$ cat config.mk
export PLATFORM = sky130hd
export DESIGN_NAME = cmem_fill_top
export DESIGN_NICKNAME = d
export VERILOG_FILES = /design/src/rtl/cmem_fill_pkg.sv /design/src/rtl/cmem_fill_ctlreg.sv /design/src/rtl/cmem_fill_seq.sv /design/src/rtl/cmem_fill_wrmux.sv /design/src/rtl/cmem_fill_top.sv
export SDC_FILE = /design/constraint.sdc
export NUM_CORES = 1
export LEC_CHECK = 0
export BUFFER_PORTS_ARGS = -buffer_cell sky130_fd_sc_hd__buf_2
export CELL_PAD_IN_SITES_DETAIL_PLACEMENT = 0
export CELL_PAD_IN_SITES_GLOBAL_PLACEMENT = 1
export CORE_ASPECT_RATIO = 1.25
export CORE_MARGIN = 3
export CORE_UTILIZATION = 24
export CTS_CLUSTER_SIZE = 16
export DETAILED_ROUTE_END_ITERATION = 8
export MAX_ROUTING_LAYER = met4
export PLACE_DENSITY_LB_ADDON = 0.1
export SYNTH_ARGS = -nofsm -noshare
export SYNTH_HDL_FRONTEND = slang
export SYNTH_SLANG_ARGS = --single-unit
$ cat constraint.sdc
create_clock -name clk -period 1.38 [get_ports clk]
set_input_delay 0 -clock clk [delete_from_list [all_inputs] [get_ports clk]]
set_output_delay 0 -clock clk [all_outputs]
set_load 0.05 [all_outputs]
$ cat src/rtl/cmem_fill_pkg.sv
`timescale 1ns/100ps
// Package: shared control-register layout and engine state type for the
// connection memory fill engine. Assumes a 16-bit control word.
package cmem_fill_pkg;
    localparam int CFG_W     = 16;
    localparam int PAT_W     = 3;
    localparam int PAT_LSB   = 7;
    localparam int START_BIT = 10;
    localparam int EN_BIT    = 11;

    typedef enum logic [0:0] {
        ST_IDLE = 1'b0,
        ST_FILL = 1'b1
    } fill_state_t;
endpackage

$ cat src/rtl/cmem_fill_ctlreg.sv
`timescale 1ns/100ps
// Control register of the fill engine: holds pattern, fill enable and start
// flag. Writes are ignored while the fill runs; the start flag is stored only
// together with the enable and is cleared by the engine when the fill ends.
module cmem_fill_ctlreg
    import cmem_fill_pkg::*;
(
    input  logic              clk,
    input  logic              rst_n,
    input  logic              wr_en,
    input  logic [CFG_W-1:0]  wdata,
    input  logic              busy,
    input  logic              fill_done,
    output logic [PAT_W-1:0]  pattern,
    output logic              start_flag,
    output logic [CFG_W-1:0]  rdata
);
    logic              en_q;
    logic              start_q;
    logic [PAT_W-1:0]  pat_q;
    logic              cfg_unused;

    assign cfg_unused = ^{wdata[CFG_W-1:EN_BIT+1], wdata[PAT_LSB-1:0]};

    // Register update: completion clears start, idle writes load all fields.
    always_ff @(posedge clk) begin
        if (!rst_n) begin
            en_q    <= 1'b0;
            start_q <= 1'b0;
            pat_q   <= '0;
        end else if (fill_done) begin
            start_q <= 1'b0;
        end else if (wr_en && !busy) begin
            en_q    <= wdata[EN_BIT];
            start_q <= wdata[START_BIT] & wdata[EN_BIT];
            pat_q   <= wdata[PAT_LSB +: PAT_W];
        end
    end

    // Readback assembly at the same bit positions as the write word.
    always_comb begin
        rdata                    = '0;
        rdata[EN_BIT]            = en_q;
        rdata[START_BIT]         = start_q;
        rdata[PAT_LSB +: PAT_W]  = pat_q;
    end

    assign pattern    = pat_q;
    assign start_flag = start_q;
endmodule

$ cat src/rtl/cmem_fill_seq.sv
`timescale 1ns/100ps
// Fill sequencer: on a stored start flag walks an address counter from 0 to
// the last location, advancing once per granted write slot, and pulses
// fill_done on the final write. Assumes DEPTH is a power of two.
module cmem_fill_seq
    import cmem_fill_pkg::*;
#(
    parameter int ADDR_W = 12
) (
    input  logic              clk,
    input  logic              rst_n,
    input  logic              start_flag,
    input  logic              slot_ok,
    output logic              busy,
    output logic              fill_we,
    output logic [ADDR_W-1:0] fill_addr,
    output logic              fill_done
);
    localparam logic [ADDR_W-1:0] LAST_ADDR = '1;

    fill_state_t       state_q;
    logic [ADDR_W-1:0] cnt_q;

    assign busy      = (state_q == ST_FILL);
    assign fill_we   = busy && slot_ok;
    assign fill_addr = cnt_q;
    assign fill_done = fill_we && (cnt_q == LAST_ADDR);

    // State and counter: start from idle, step on each granted slot.
    always_ff @(posedge clk) begin
        if (!rst_n) begin
            state_q <= ST_IDLE;
            cnt_q   <= '0;
        end else begin
            case (state_q)
                ST_IDLE: if (start_flag) begin
                    state_q <= ST_FILL;
                    cnt_q   <= '0;
                end
                ST_FILL: if (fill_we) begin
                    if (fill_done) state_q <= ST_IDLE;
                    else           cnt_q   <= cnt_q + 1'b1;
                end
                default: state_q <= ST_IDLE;
            endcase
        end
    end
endmodule

$ cat src/rtl/cmem_fill_wrmux.sv
`timescale 1ns/100ps
// Memory write port selector: the fill engine owns the port while busy and
// the processor path is dropped; when idle the processor write passes through.
module cmem_fill_wrmux
    import cmem_fill_pkg::*;
#(
    parameter int ADDR_W = 12,
    parameter int DATA_W = 16
) (
    input  logic              busy,
    input  logic              fill_we,
    input  logic [ADDR_W-1:0] fill_addr,
    input  logic [PAT_W-1:0]  pattern,
    input  logic              cpu_we,
    input  logic [ADDR_W-1:0] cpu_addr,
    input  logic [DATA_W-1:0] cpu_wdata,
    output logic              mem_we,
    output logic [ADDR_W-1:0] mem_addr,
    output logic [DATA_W-1:0] mem_wdata
);
    localparam int ZERO_W = DATA_W - PAT_W;

    logic [DATA_W-1:0] fill_word;

    // Fill word: pattern in the top bits, zeros below.
    generate
        if (ZERO_W > 0) begin : g_wide
            assign fill_word = {pattern, {ZERO_W{1'b0}}};
        end else begin : g_narrow
            assign fill_word = pattern[PAT_W-1 -: DATA_W];
        end
    endgenerate

    // Port ownership selection.
    always_comb begin
        if (busy) begin
            mem_we    = fill_we;
            mem_addr  = fill_addr;
            mem_wdata = fill_word;
        end else begin
            mem_we    = cpu_we;
            mem_addr  = cpu_addr;
            mem_wdata = cpu_wdata;
        end
    end
endmodule

$ cat src/rtl/cmem_fill_top.sv
`timescale 1ns/100ps
// Connection memory fill engine top: control register, address sequencer and
// write port selector. Assumes the memory takes one write per slot_ok cycle.
module cmem_fill_top
    import cmem_fill_pkg::*;
#(
    parameter int ADDR_W = 12,
    parameter int DATA_W = 16
) (
    input  logic              clk,
    input  logic              rst_n,
    input  logic              cfg_we,
    input  logic [15:0]       cfg_wdata,
    output logic [15:0]       cfg_rdata,
    input  logic              cpu_we,
    input  logic [ADDR_W-1:0] cpu_addr,
    input  logic [DATA_W-1:0] cpu_wdata,
    input  logic              slot_ok,
    output logic              mem_we,
    output logic [ADDR_W-1:0] mem_addr,
    output logic [DATA_W-1:0] mem_wdata,
    output logic              busy
);
    logic [PAT_W-1:0]  pattern;
    logic              start_flag;
    logic              fill_we;
    logic              fill_done;
    logic [ADDR_W-1:0] fill_addr;

    cmem_fill_ctlreg u_ctlreg (
        .clk        (clk),
        .rst_n      (rst_n),
        .wr_en      (cfg_we),
        .wdata      (cfg_wdata),
        .busy       (busy),
        .fill_done  (fill_done),
        .pattern    (pattern),
        .start_flag (start_flag),
        .rdata      (cfg_rdata)
    );

    cmem_fill_seq #(.ADDR_W(ADDR_W)) u_seq (
        .clk        (clk),
        .rst_n      (rst_n),
        .start_flag (start_flag),
        .slot_ok    (slot_ok),
        .busy       (busy),
        .fill_we    (fill_we),
        .fill_addr  (fill_addr),
        .fill_done  (fill_done)
    );

    cmem_fill_wrmux #(.ADDR_W(ADDR_W), .DATA_W(DATA_W)) u_wrmux (
        .busy       (busy),
        .fill_we    (fill_we),
        .fill_addr  (fill_addr),
        .pattern    (pattern),
        .cpu_we     (cpu_we),
        .cpu_addr   (cpu_addr),
        .cpu_wdata  (cpu_wdata),
        .mem_we     (mem_we),
        .mem_addr   (mem_addr),
        .mem_wdata  (mem_wdata)
    );
endmodule

==> impl_metrics.tcl <==
set metrics [dict create \
    core_sq_um 4870 \
    cts_num_sinks 18 \
    finalCritPeriodShare 1.051 \
    drcViolationCount 0 \
    hold_viol 0 \
    final_area_sq_um 2303 \
    avgSynthCellArea_sq_um 8.561 \
    cp-end-kind "register" \
    vias 1402 \
    final_common_cell "buf_2" \
    area_growth_pct 84.28 \
    synth_top_family_by_area "simple AND/OR/NAND/NOR gates" \
    rows 28 \
    clk_pin_slew_ps 70 \
    clockBufferDepth 2 \
    portBuffers 72 \
    power_frac_clock 0.266 \
    status "finished, violations left" \
    arrival_ps 1590 \
    synth_edf_count 0 \
    period_minus_slack_ps 1450 \
    fin_ws_ps -70.48 \
    h-tree-depth 1 \
    cts-root-buf "clkbuf_8" \
    whs_ps 6.661 \
    avgRoutedWirePerCell_um 13.42 \
    ys_seq_elements 18 \
    die_x_um 70.55 \
    vdd_drop_max_v 0.0003660 \
    grt_usage 0.1385 \
    powerDensity_nw_per_um2 721.4 \
    finalWirelength_um 4161 \
    cp_max_fo 6 \
    ios 95 \
    fmax_mhz 689.4 \
    dieHeight_um 86.69 \
    grt.overflow.total 0 \
    leakagePower_nw 1.087 \
    insertedDiodeCount 0 \
    yosys.area_share.simple 0.2773 \
    drtAntennaViolNets 0 \
    clkLatencyLatePin_ps 250 \
    synthCells 146 \
    min_path_type "input port to register" \
    switching_share 0.3864 \
    finalPower_mw 1.662 \
    vias_per_cell 4.523 \
    synthAdderAreaFrac 0.01001 \
    rsz0062_at_grt "true" \
    violations "setup timing" \
    drv_slew 0 \
    first_pass_iters 4 \
    finalSetupViolCount 3 \
    initial_utilization 0.2567 \
    yosys_warnings 0 \
    combPwrFrac 0.413 \
    p_int_mw 1.020 \
    required_ps 1520 \
    drtIter0Drc 28 \
    fin_nets 301 \
    netlist_area_sq_um 1250 \
    grt_pass1_vias 1446 \
    dp_hpwl_um 3233 \
    synth.area.mux_share 0.1752 \
    seq_power_share 0.321 \
    synth_compound_area_frac 0.1161 \
    synth_cell_type_count 38 \
    synth-seq-area-share 0.2883 \
    grt_start_max_net_pins 20 \
    drive_above_1_share 0.6880 \
    skew_ps 2.370 \
    drv_cap 0 \
    crit_type "register to register" \
    cts_tree "done" \
    die_area_sq_um 6116 \
    grt_pass1_wl_um 6817 \
    synthFlopType "dfxtp_1" \
    synth_xor_area_frac 0.01401 \
    place_congestion 0.7573 \
    startpoint_type "register" \
    async_flop_share 0 \
    antenna_found_initial 0 \
    cts_made_buffers 3 \
    layout_common_cells "buf_2 (54), buf_4 (40), conb_1 (11), nor2b_1 (9), nor2b_2 (9)" \
    switchingPower_mw 0.6421 \
    dpl_cell_area_sq_um 1881 \
]
==> per-layer routing <==
metal	vias up	share of wire	GRT usage
met5	-	0	-
met1	651	0.37	0.1519
met3	4	0.053	0.01624
li1	706	-	-
met2	41	0.57	0.2683
met4	0	0.0079	0.02564
==> sequential cells by signal, indices dropped and copies added (netlist names) <==
register	cells
u_seq.fill_addr	12
u_ctlreg.pattern	3
u_ctlreg.en_q	1
u_ctlreg.start_flag	1
u_seq.busy	1
==> cell usage after synthesis, drive strengths merged, types with 2 or more instances <==
library cell,n,share of area
or4b,2,0.016
nor2b,18,0.090
mux2i,5,0.040
o41ai,2,0.014
buf,16,0.095
a21oi,7,0.028
mux2,15,0.14
nor2,7,0.021
and2,2,0.010
nand4,2,0.015
clkbuf,6,0.018
nand2b,2,0.016
o21ai,4,0.016
nand3,5,0.020
nor3,3,0.012
nand2,10,0.030
dfxtp,18,0.29
or4,3,0.018
xor2,2,0.014
o211ai,2,0.012
a31oi,3,0.015
o31ai,2,0.012
==> path summary, 6_finish.rpt <==
check / to / slack [ps] / start / depth (start not counted)
setup reg to reg: u_seq.fill_addr[11] / -70 / u_seq.fill_addr[6] / 5
setup / recovery: u_seq.fill_addr[11] / -70 / u_seq.fill_addr[6] / 5
hold reg to reg: u_ctlreg.en_q / 520 / u_ctlreg.en_q / 2
hold / removal: u_ctlreg.pattern[1] / 7 / cfg_wdata[8] / 3
==> final cells by class <==
cell class              instances  area, sq um
fillers                       507         2566
clock buffers                   4        55.05
inverters                       1        3.754
flip-flops and latches         18        384.1
repair buffers                112        832.0
multi-input cells             115        953.4
well taps                      60        75.07
==> cells by family after synthesis <==
kind of cell | count (synthesis)
simple gates | 58
xor+xnor | 2
other cells | 1
compound gates | 23
mux | 20
fa+ha+maj | 1
buf+inv | 23
flops | 18
==> power groups by stage <==
stage,Combinational (mW),Clock [mW],Sequential [mW]
5_1_grt,0.718,0.481,0.535
3_5_place_dp,0.591,0,0.551
6_report,0.686,0.443,0.533
2_1_floorplan,0.452,0,0.574
4_1_cts,0.675,0.468,0.535
3_3_place_gp,0.587,0,0.550
==> per-stage QoR <==
step           setup slack, ps  std cells  setup TNS, ps    util
6_report                -70.48        310         -163.2  0.4730
5_1_grt                 -172.1        310         -968.9  0.4730
4_1_cts                 -40.31        309         -107.9  0.4612
3_5_place_dp            -75.39        297         -380.2  0.3862
3_3_place_gp            -93.10        297         -259.1  0.3862
2_1_floorplan           -130.3        156          -1512       -
==> repair_timing <==
item                                    in CTS  in global routing
hold buffers                                 1                  0
resized for setup                           68                 23
endpoints found under the setup margin      23                 25
setup buffers                                6                  1
hold endpoints to repair                     1                  0
gates cloned                                 1                  0
pin swaps                                    4                 10
==> worst max-delay path, cell delays in order (launching register included) <==
cell	delay [ps]
dfxtp_4	370
nand4_4	140
buf_6	150
nor4b_4	410
or4b_4	210
a21oi_2	40
(Power assumes the default switching activity.)
